--- config.mk ---
export PLATFORM = sky130hd
export DESIGN_NAME = ext_irq_ctrl
export DESIGN_NICKNAME = d
export VERILOG_FILES = /design/src/rtl/eic_pkg.sv /design/src/rtl/eic_rst_sync.sv /design/src/rtl/eic_sync.sv /design/src/rtl/eic_detect.sv /design/src/rtl/eic_regs.sv /design/src/rtl/ext_irq_ctrl.sv
export SDC_FILE = /design/constraint.sdc
export NUM_CORES = 1
export LEC_CHECK = 0
export ABC_AREA = 1
export BUFFER_PORTS_ARGS = -buffer_cell sky130_fd_sc_hd__buf_2
export CAP_MARGIN = 20
export CORE_UTILIZATION = 61
export CTS_CLUSTER_SIZE = 10
export DETAILED_ROUTE_END_ITERATION = 10
export PLACE_DENSITY = 0.81
export SYNTH_ARGS = -nofsm -noshare
export SYNTH_HDL_FRONTEND = slang
export SYNTH_SLANG_ARGS = --single-unit
--- constraint.sdc ---
create_clock -name clk -period 13.35 [get_ports clk]
set_input_delay 2.0025 -clock clk [delete_from_list [all_inputs] [get_ports clk]]
set_output_delay 2.0025 -clock clk [all_outputs]
set_load 0.05 [all_outputs]
--- src/rtl/eic_pkg.sv ---
package eic_pkg;
  localparam int unsigned BUS_W = 32;
  localparam int unsigned SNS_W = 6;

  localparam logic [SNS_W-1:0] SNS_LOW  = 6'h01;
  localparam logic [SNS_W-1:0] SNS_HIGH = 6'h02;
  localparam logic [SNS_W-1:0] SNS_FALL = 6'h04;
  localparam logic [SNS_W-1:0] SNS_RISE = 6'h08;
  localparam logic [SNS_W-1:0] SNS_BOTH = 6'h0C;

  localparam int unsigned OFS_PEND   = 32'h000;
  localparam int unsigned OFS_EN_CLR = 32'h004;
  localparam int unsigned OFS_EN_SET = 32'h008;
  localparam int unsigned OFS_DET    = 32'h100;
  localparam int unsigned OFS_CFG    = 32'h180;

  function automatic logic sense_valid(input logic [SNS_W-1:0] s);
    return (s == SNS_LOW) || (s == SNS_HIGH) || (s == SNS_FALL) ||
           (s == SNS_RISE) || (s == SNS_BOTH);
  endfunction
endpackage

--- src/rtl/eic_rst_sync.sv ---
module eic_rst_sync (
  input  logic clk,
  input  logic rst_n,
  output logic rst_n_sync
);
  logic [1:0] stage_q;

  always_ff @(posedge clk or negedge rst_n) begin
    if (!rst_n) stage_q <= 2'b00;
    else        stage_q <= {stage_q[0], 1'b1};
  end

  assign rst_n_sync = stage_q[1];
endmodule

--- src/rtl/eic_sync.sv ---
module eic_sync #(
  parameter int unsigned W = 32
) (
  input  logic         clk,
  input  logic         rst_n,
  input  logic [W-1:0] async_in,
  output logic [W-1:0] sync_out
);
  logic [W-1:0] meta_q;
  logic [W-1:0] stab_q;

  always_ff @(posedge clk or negedge rst_n) begin
    if (!rst_n) begin
      meta_q <= '0;
      stab_q <= '0;
    end else begin
      meta_q <= async_in;
      stab_q <= meta_q;
    end
  end

  assign sync_out = stab_q;
endmodule

--- src/rtl/eic_detect.sv ---
module eic_detect
  import eic_pkg::*;
(
  input  logic             clk,
  input  logic             rst_n,
  input  logic [SNS_W-1:0] sense,
  input  logic             lvl,
  input  logic             clr,
  output logic             det
);
  logic prev_q;
  logic det_q, det_d;
  logic rise, fall, held;

  always_comb begin
    rise = lvl & ~prev_q;
    fall = ~lvl & prev_q;
    held = det_q & ~clr;
    unique case (sense)
      SNS_LOW:  det_d = ~lvl;
      SNS_HIGH: det_d = lvl;
      SNS_FALL: det_d = fall | held;
      SNS_RISE: det_d = rise | held;
      SNS_BOTH: det_d = rise | fall | held;
      default:  det_d = held;
    endcase
  end

  always_ff @(posedge clk or negedge rst_n) begin
    if (!rst_n) begin
      prev_q <= 1'b0;
      det_q  <= 1'b0;
    end else begin
      prev_q <= lvl;
      det_q  <= det_d;
    end
  end

  assign det = det_q;

  p_rise_sets_r3: assert property (@(posedge clk) disable iff (!rst_n)
    (sense == SNS_RISE && lvl && !prev_q) |=> det_q);

  p_fall_sets_r4: assert property (@(posedge clk) disable iff (!rst_n)
    (sense == SNS_FALL && !lvl && prev_q) |=> det_q);

  p_level_follow_r5: assert property (@(posedge clk) disable iff (!rst_n)
    (sense == SNS_HIGH) |=> (det_q == $past(lvl)));

  p_bad_code_quiet_r6: assert property (@(posedge clk) disable iff (!rst_n)
    (!sense_valid(sense) && !det_q) |=> !det_q);
endmodule

--- src/rtl/eic_regs.sv ---
module eic_regs
  import eic_pkg::*;
#(
  parameter int unsigned NUM_CH = 32,
  parameter int unsigned ADDR_W = 9
) (
  input  logic              clk,
  input  logic              rst_n,
  input  logic              bus_wr,
  input  logic [ADDR_W-1:0] bus_addr,
  input  logic [BUS_W-1:0]  bus_wdata,
  input  logic [NUM_CH-1:0] det_vec,
  output logic [NUM_CH-1:0] en_vec,
  output logic [NUM_CH-1:0] clr_vec,
  output logic [SNS_W-1:0]  sense_arr [NUM_CH],
  output logic [BUS_W-1:0]  bus_rdata
);
  localparam logic [ADDR_W-1:0] A_PEND   = ADDR_W'(OFS_PEND);
  localparam logic [ADDR_W-1:0] A_EN_CLR = ADDR_W'(OFS_EN_CLR);
  localparam logic [ADDR_W-1:0] A_EN_SET = ADDR_W'(OFS_EN_SET);
  localparam logic [ADDR_W-1:0] A_DET    = ADDR_W'(OFS_DET);
  localparam logic [ADDR_W-1:0] A_CFG    = ADDR_W'(OFS_CFG);
  localparam int unsigned       IDX_W    = (NUM_CH > 1) ? $clog2(NUM_CH) : 1;

  logic [NUM_CH-1:0] wdata_ch;
  logic [NUM_CH-1:0] en_q, en_d;
  logic              en_we;
  logic              cfg_hit;
  logic [ADDR_W-1:0] cfg_ofs;
  logic [IDX_W-1:0]  cfg_idx;
  logic [SNS_W-1:0]  cfg_q [NUM_CH];

  assign wdata_ch = bus_wdata[NUM_CH-1:0];

  // enable mask: set and clear through separate offsets
  always_comb begin
    en_d  = en_q;
    en_we = 1'b0;
    if (bus_wr && bus_addr == A_EN_SET) begin
      en_d  = en_q | wdata_ch;
      en_we = 1'b1;
    end else if (bus_wr && bus_addr == A_EN_CLR) begin
      en_d  = en_q & ~wdata_ch;
      en_we = 1'b1;
    end
  end

  always_ff @(posedge clk or negedge rst_n) begin
    if (!rst_n)     en_q <= '0;
    else if (en_we) en_q <= en_d;
  end

  assign clr_vec = (bus_wr && bus_addr == A_DET) ? wdata_ch : '0;

  // configuration words
  always_comb begin
    cfg_ofs = bus_addr - A_CFG;
    cfg_hit = (bus_addr >= A_CFG) && (bus_addr[1:0] == 2'b00) &&
              (int'(cfg_ofs >> 2) < int'(NUM_CH));
    cfg_idx = IDX_W'(cfg_ofs >> 2);
  end

  for (genvar g = 0; g < NUM_CH; g++) begin : g_cfg
    logic             cfg_we;
    logic [SNS_W-1:0] cfg_d;

    always_comb begin
      cfg_we = bus_wr && cfg_hit && (int'(cfg_idx) == g);
      cfg_d  = bus_wdata[SNS_W-1:0];
    end

    always_ff @(posedge clk or negedge rst_n) begin
      if (!rst_n)      cfg_q[g] <= '0;
      else if (cfg_we) cfg_q[g] <= cfg_d;
    end

    assign sense_arr[g] = cfg_q[g];
  end

  // read mux
  always_comb begin
    bus_rdata = '0;
    if (bus_addr == A_PEND)
      bus_rdata[NUM_CH-1:0] = det_vec & en_q;
    else if (bus_addr == A_EN_CLR || bus_addr == A_EN_SET)
      bus_rdata[NUM_CH-1:0] = en_q;
    else if (bus_addr == A_DET)
      bus_rdata[NUM_CH-1:0] = det_vec;
    else if (cfg_hit)
      bus_rdata[SNS_W-1:0] = cfg_q[cfg_idx];
  end

  assign en_vec = en_q;

  p_set_only_raises_r7: assert property (@(posedge clk) disable iff (!rst_n)
    (bus_wr && bus_addr == A_EN_SET) |=>
      (((en_q & $past(wdata_ch)) == $past(wdata_ch)) &&
       ((en_q & ~$past(wdata_ch)) == ($past(en_q) & ~$past(wdata_ch)))));

  p_clear_only_drops_r8: assert property (@(posedge clk) disable iff (!rst_n)
    (bus_wr && bus_addr == A_EN_CLR) |=>
      (((en_q & $past(wdata_ch)) == '0) &&
       ((en_q & ~$past(wdata_ch)) == ($past(en_q) & ~$past(wdata_ch)))));

  p_no_write_keeps_en_r7: assert property (@(posedge clk) disable iff (!rst_n)
    (!bus_wr) |=> $stable(en_q));
endmodule

--- src/rtl/ext_irq_ctrl.sv ---
module ext_irq_ctrl
  import eic_pkg::*;
#(
  parameter int unsigned NUM_CH = 32,
  parameter int unsigned ADDR_W = 9
) (
  input  logic              clk,
  input  logic              rst_n,
  input  logic [NUM_CH-1:0] irq_in,
  input  logic              bus_wr,
  input  logic [ADDR_W-1:0] bus_addr,
  input  logic [31:0]       bus_wdata,
  output logic [31:0]       bus_rdata,
  output logic [NUM_CH-1:0] cpu_irq
);
  logic              rst_int_n;
  logic [NUM_CH-1:0] lvl_vec;
  logic [NUM_CH-1:0] det_vec;
  logic [NUM_CH-1:0] en_vec;
  logic [NUM_CH-1:0] clr_vec;
  logic [SNS_W-1:0]  sense_arr [NUM_CH];

  eic_rst_sync u_rst (
    .clk        (clk),
    .rst_n      (rst_n),
    .rst_n_sync (rst_int_n)
  );

  eic_sync #(.W(NUM_CH)) u_sync (
    .clk      (clk),
    .rst_n    (rst_int_n),
    .async_in (irq_in),
    .sync_out (lvl_vec)
  );

  for (genvar c = 0; c < NUM_CH; c++) begin : g_ch
    eic_detect u_det (
      .clk   (clk),
      .rst_n (rst_int_n),
      .sense (sense_arr[c]),
      .lvl   (lvl_vec[c]),
      .clr   (clr_vec[c]),
      .det   (det_vec[c])
    );
  end

  eic_regs #(.NUM_CH(NUM_CH), .ADDR_W(ADDR_W)) u_regs (
    .clk       (clk),
    .rst_n     (rst_int_n),
    .bus_wr    (bus_wr),
    .bus_addr  (bus_addr),
    .bus_wdata (bus_wdata),
    .det_vec   (det_vec),
    .en_vec    (en_vec),
    .clr_vec   (clr_vec),
    .sense_arr (sense_arr),
    .bus_rdata (bus_rdata)
  );

  assign cpu_irq = det_vec & en_vec;

  p_disable_silences_r10: assert property (@(posedge clk) disable iff (!rst_int_n)
    (bus_wr && bus_addr == ADDR_W'(OFS_EN_CLR)) |=>
      ((cpu_irq & $past(bus_wdata[NUM_CH-1:0])) == '0));
endmodule

; Yosys cells after proc, flatten, opt, wreduce, memory -nomap -nowiden
; Cells that the tools add are included.
[totals]
register_bits = 354
latch_bits = 0
ramBits = 0
mem_bits_ro = 0
input_bits = 76
out_inout_bits = 64
elab_cells = 712
mem_count = 0
[op_classes]
add_sub_neg = 1
multipliers = 0
div = 0
magnitude_cmp = 3
n_eq_ne = 194
n_shift = 0
mux = 45
bitwise = 325
reduce_logical = 44
[op_table]
columns = op, count
row1 = "equality test 6 x 4 -> 1 bit, second input constant", 64
row2 = "equality test 6 x 1 -> 1 bit, second input constant", 32
row3 = "equality test 6 x 2 -> 1 bit, second input constant", 32
row4 = "equality test 6 x 3 -> 1 bit, second input constant", 32
row5 = 2-to-1 mux 32 bit, 5
row6 = case mux 1 bit (5 select lines), 32
row7 = OR 1 bit, 128
row8 = AND 1 bit, 96
row9 = inverter 1 bit, 96
row10 = "equality test 5 bit, second input constant", 16
row11 = AND 32 bit, 2
row12 = "equality test 5 x 4 -> 1 bit, second input constant", 8
row13 = logical AND 1 bit, 38
row14 = inverter 32 bit, 1
row15 = OR 32 bit, 1
row16 = binary-select mux 6 bit (select 5 bit), 1
row17 = 2-to-1 mux 26 bit, 1
row18 = 2-to-1 mux 6 bit, 4
row19 = "equality test 5 x 3 -> 1 bit, second input constant", 4
row20 = "equality test 5 x 2 -> 1 bit, second input constant", 2
row21 = "equality test 9 x 3 -> 1 bit, second input constant", 1
row22 = "equality test 9 x 4 -> 1 bit, second input constant", 1
row23 = "equality test 9 bit, second input constant", 1
row24 = "greater-or-equal comparator 9 bit, second input constant", 1
row25 = 12 further kinds, 13

; Logic depth before layout (Yosys ltp)
[logic_depth]
ltp_word = 9
mapped_depth = 13

; Cells and area by module
; Synthesis repeated with hierarchy kept, for this count alone.
[unflattened]
hier_cells = 2973
hier_area_um2 = 20154.3
[by_module_without_submodules]
columns = mod, instances, cells_per_inst, area_per_inst_um2
row1 = eic_regs, 1, 1562, 11492.3
row2 = eic_detect, 32, 40, 211.5
row3 = eic_sync, 1, 64, 1601.5
row4 = ext_irq_ctrl, 1, 64, 240.2
row5 = eic_rst_sync, 1, 3, 53.8

; Worst setup path before layout
; OpenSTA, ideal clock, no wires.
[synth_timing]
path_type = input port to output port
from = input port bus_addr[3]
to = output port bus_rdata[2]
t_arrival_ps = 3831
t_required_ps = 11347
path_slack_ps = 7517
stages = 13
cell_sequence = buf_4 inv_2 buf_4 nand2_1 buf_2 nor2_1 nor2_1 nand2_1 nand2_1 nand2_1 o21ai_0 nand3_1 a21oi_1
[synth_between]
elab_chain_cells = 9
elab_cells_between_ends = 18
[synth_lines]
columns = element, line
row1 = start: declaration, ext_irq_ctrl.sv:11  ; input logic [ADDR_W-1:0] bus_addr,
row2 = subtractor 9 bit, eic_regs.sv:57  ; cfg_ofs = bus_addr - A_CFG;
row3 = inverter 5 -> 6 bit (not written as such), eic_regs.sv:90  ; bus_rdata[SNS_W-1:0] = cfg_q[cfg_idx];
row4 = binary-select mux 6 bit (select 5 bit), eic_regs.sv:90
row5 = 2-to-1 mux 6 bit (not written as such) (2 in series), eic_regs.sv:90
row6 = 2-to-1 mux 6 bit, eic_regs.sv:89  ; else if (cfg_hit)
row7 = 2-to-1 mux 6 bit, eic_regs.sv:87  ; else if (bus_addr == A_DET)
row8 = 2-to-1 mux 32 bit, eic_regs.sv:85  ; else if (bus_addr == A_EN_CLR || bus_addr == A_EN_SET)
row9 = 2-to-1 mux 32 bit *, eic_regs.sv:83  ; if (bus_addr == A_PEND)
row10 = end: declaration, ext_irq_ctrl.sv:13  ; output logic [31:0] bus_rdata,
; Mark *: on every way between the ends. The rest lies on a longest branch, timed or not. The select of a mux whose other input is x is not followed.

; Worst setup path after layout
[layout_timing]
from = input port bus_addr[2]
to = output port bus_rdata[6]
[layout_between]
elab_chain_cells = 4
elab_cells_between_ends = 8
[layout_lines]
columns = element, line
row1 = "equality test 9 bit, or another cell as far along", eic_regs.sv:87
row2 = 2-to-1 mux 26 bit / logical OR 1 bit (equally long branches), "eic_regs.sv:87, eic_regs.sv:85"
row3 = 2-to-1 mux 32 bit, eic_regs.sv:85
row4 = 2-to-1 mux 32 bit *, eic_regs.sv:83
; Mark *: on every way between the ends. The rest lies on a longest branch, timed or not.

==> summary.txt <==
Routed Antenna Nets: 0
syn nets: 2525
Routed WL: 55100 um
row count: 63
PwrDens: 123 mW/mm^2
CTS tree: yes
number of buffers created by CTS: 42
synth cell count leaders: 734 x nand2_1, 354 x dfrtp_1, 289 x inv_1
count of input and output buffers: 139
Setup TNS: 0 ps
Synth Warn #: 0
Area Growth Syn to Fin: 10.9%
fmax: 125 MHz
final period demand of the worst path: 7970 ps
most frequent cell after synthesis: nand2_1
CTS hold repair buffers: 0
share of layout cells above drive strength 1: 0.0902
Post-CTS Setup Inserts: 0
first-pass GRT wire length: 85800 um
met3 Use GR: 0.0835
clock tree buffer depth: 3
PostCTS Resize Cnt: 0
Core Region: 0.0297 mm^2
fin crit share: 0.597
met2 usage: 0.572
Fillers: 2395
status: complete, no violations
Netlist Area Pre-Place: 0.0185 mm^2
path type of the worst min-delay path: register to register
I/O Pins: 140
gpl congestion: 1.02
Avg Inst Size Synth: 7.74 um^2
full die area: 0.0310 mm^2
top cell type's share of synthesized area: 0.480
Worst slew margin: 0.252
1st-iter DRT viols: 1823
Critical Path RT: 11350 ps
GRT Resource Usage Total: 0.360
CP arrival: 5970 ps
#FFs+latches synth: 354
clock-pin slew on the worst setup and hold paths: 50 ps
RSZ-0062 raised after global routing: no
Post-route DRC: 0
DR vias: 17.0k
Final Hold Vio Count: 0
post-synth top area cell: dfrtp_1
busiest grt layer: met2
GR Overflow Total: 0
Nets: 2626
Post-synth EDFFs: 0
# Max-Cap Violations: 0
DP Wirelength: 37600 um
Final Cell Area: 0.0205 mm^2
pin count of the biggest net entering global routing: 157
Post-Place Cell Area: 0.0193 mm^2
Final Max Tran Viols: 0
Synth cell types: 34
Via density: 5.89
Reg area: 0.00886 mm^2
CP Max Fanout: 67
area of the multi-input gates: 0.00805 mm^2
Starting Density: 0.621
Synth Flop Type: dfrtp_1
clock sinks: 354
Die H: 176 um
vias in the first global route: 16.4k
clk root buf: clkbuf_16
Cells after Synth: 2385
Worst setup EP type: output pin
met1 Usage GRT: 0.470
worst skew pair latency: 530 ps
crit start category: input port
final setup fails: 0
peak supply drop: 0.107 mV
sequential element share of the synthesized area: 0.480
initial antenna violation count: 3
DR WL/cell: 19.1 um
static leakage: 10.6 nW
Initial DRT Pass Iterations: 7
Setup Skew: 16.4 ps
H-tree Lvls: 2
Area contributors post-synth: dfrtp_1 48%, nand2_1 15%, o21ai_0 7.1%
Post-synth ARST share: 1.00
die extent in x: 176 um
Worst-Margin Slew: 1120 ps
crit path kind: input port to output pin
## registers in the layout, summed over array words and instances, names as in the netlist, named ones only
register,count
g_ch.u_det.prev_q,32
g_ch.u_det.det,32
u_sync.sync_out,32
u_sync.meta_q,32
u_regs.sense_arr,192
u_rst.stage_q,2
## final cells by class
class,instances,area share
Sequential cell,354,0.433
Multi-Input combinational cell,1636,0.393
Inverter,297,0.0544
Clock buffer,50,0.0543
Timing Repair Buffer,155,0.0402
Tap cell,390,0.0238
Clock inverter,2,0.000855
Antenna cell,4,0.000489
## kinds of logic (layout without fill, tap and decap cells)
family	Yosys count	count (layout)	synth area share
simple gates	1161	1161	0.265
buf+inv	395	504	0.0844
compound gates	377	377	0.109
flops	354	354	0.480
fa+ha+maj	64	64	0.0434
mux	33	33	0.0179
other cells	1	5	0.000203
## report_power, final
part	switching (mW)	internal (mW)
registers	0.0770	1.15
logic	0.205	0.0900
clock network	0.414	0.578
## worst paths after layout
| kind | start | endpoint | slack [ps] | depth (start not counted) |
|---|---|---|---|---|
| worst max-delay path | bus_addr[2] | bus_rdata[6] | 5380 | 12 |
| worst min-delay path | u_sync.meta_q[18]$_DFF_PN0_ | u_sync.sync_out[18]$_DFF_PN0_ | 340 | 0 |
| worst max register to register | u_rst.stage_q[1]$_DFF_PN0_ | u_sync.meta_q[27]$_DFF_PN0_ | 10730 | 2 |
| worst min register to register | u_sync.meta_q[18]$_DFF_PN0_ | u_sync.sync_out[18]$_DFF_PN0_ | 340 | 0 |
| max in group asynchronous | u_rst.stage_q[1]$_DFF_PN0_ | u_sync.meta_q[27]$_DFF_PN0_ | 10730 | 2 |
| min in group asynchronous | u_rst.stage_q[1]$_DFF_PN0_ | u_sync.meta_q[6]$_DFF_PN0_ | 470 | 0 |
## cells in the final DEF, fill, tap and decap left out, types with 2 or more instances in the layout
| cell type | n |
|---|---|
| nor4_1 | 3 |
| nand4_1 | 111 |
| nor3_4 | 2 |
| nand3_1 | 42 |
| clkbuf_1 | 6 |
| o21ai_1 | 27 |
| mux2i_1 | 33 |
| diode_2 | 4 |
| buf_4 | 13 |
| clkbuf_16 | 43 |
| nor2_1 | 218 |
| inv_1 | 289 |
| o21ai_0 | 263 |
| nor2_2 | 2 |
| dfrtp_1 | 353 |
| inv_6 | 2 |
| buf_2 | 140 |
| o211ai_1 | 29 |
| inv_2 | 7 |
| nand2_1 | 734 |
| o21a_1 | 5 |
| nand2_2 | 4 |
| nand3b_1 | 29 |
| nor3_2 | 3 |
| nor2_4 | 3 |
| a21oi_1 | 42 |
| ha_1 | 64 |
| nor3_1 | 8 |
| o2111ai_1 | 8 |
## worst max-delay path, cell delays in order
cell and delay (ps):
buf_2 90, buf_4 340, inv_2 690, nand2_1 700, nand2_1 410, nand2_2 330, inv_2 660, nand2_1 140
nand3_1 120, o21ai_1 110, inv_2 80, buf_2 260
## through the flow
| stage | cells | setup WS (ps) | hold WS (ps) | power [mW] | utilization |
|---|---|---|---|---|---|
| global route | 2884 | 5230 | 350 | 2.61 | 0.689 |
| global placement | 2829 | 5720 | 333 | 1.51 | 0.650 |
| detailed placement | 2829 | 5540 | 335 | 1.53 | 0.650 |
| CTS | 2881 | 5520 | 340 | 2.52 | 0.688 |
| finish | 2888 | 5380 | 342 | 2.51 | 0.689 |
| floorplan | 2385 | 2750 | 331 | 1.42 | - |
## per-layer routing
metal  vias to the layer above  share of wire
met5                         -              0
met4                         0          0.048
met3                       197          0.099
met2                       864           0.45
met1                      8103           0.40
li1                       7848              -
No activity file was read; power rests on OpenSTA's default activity.
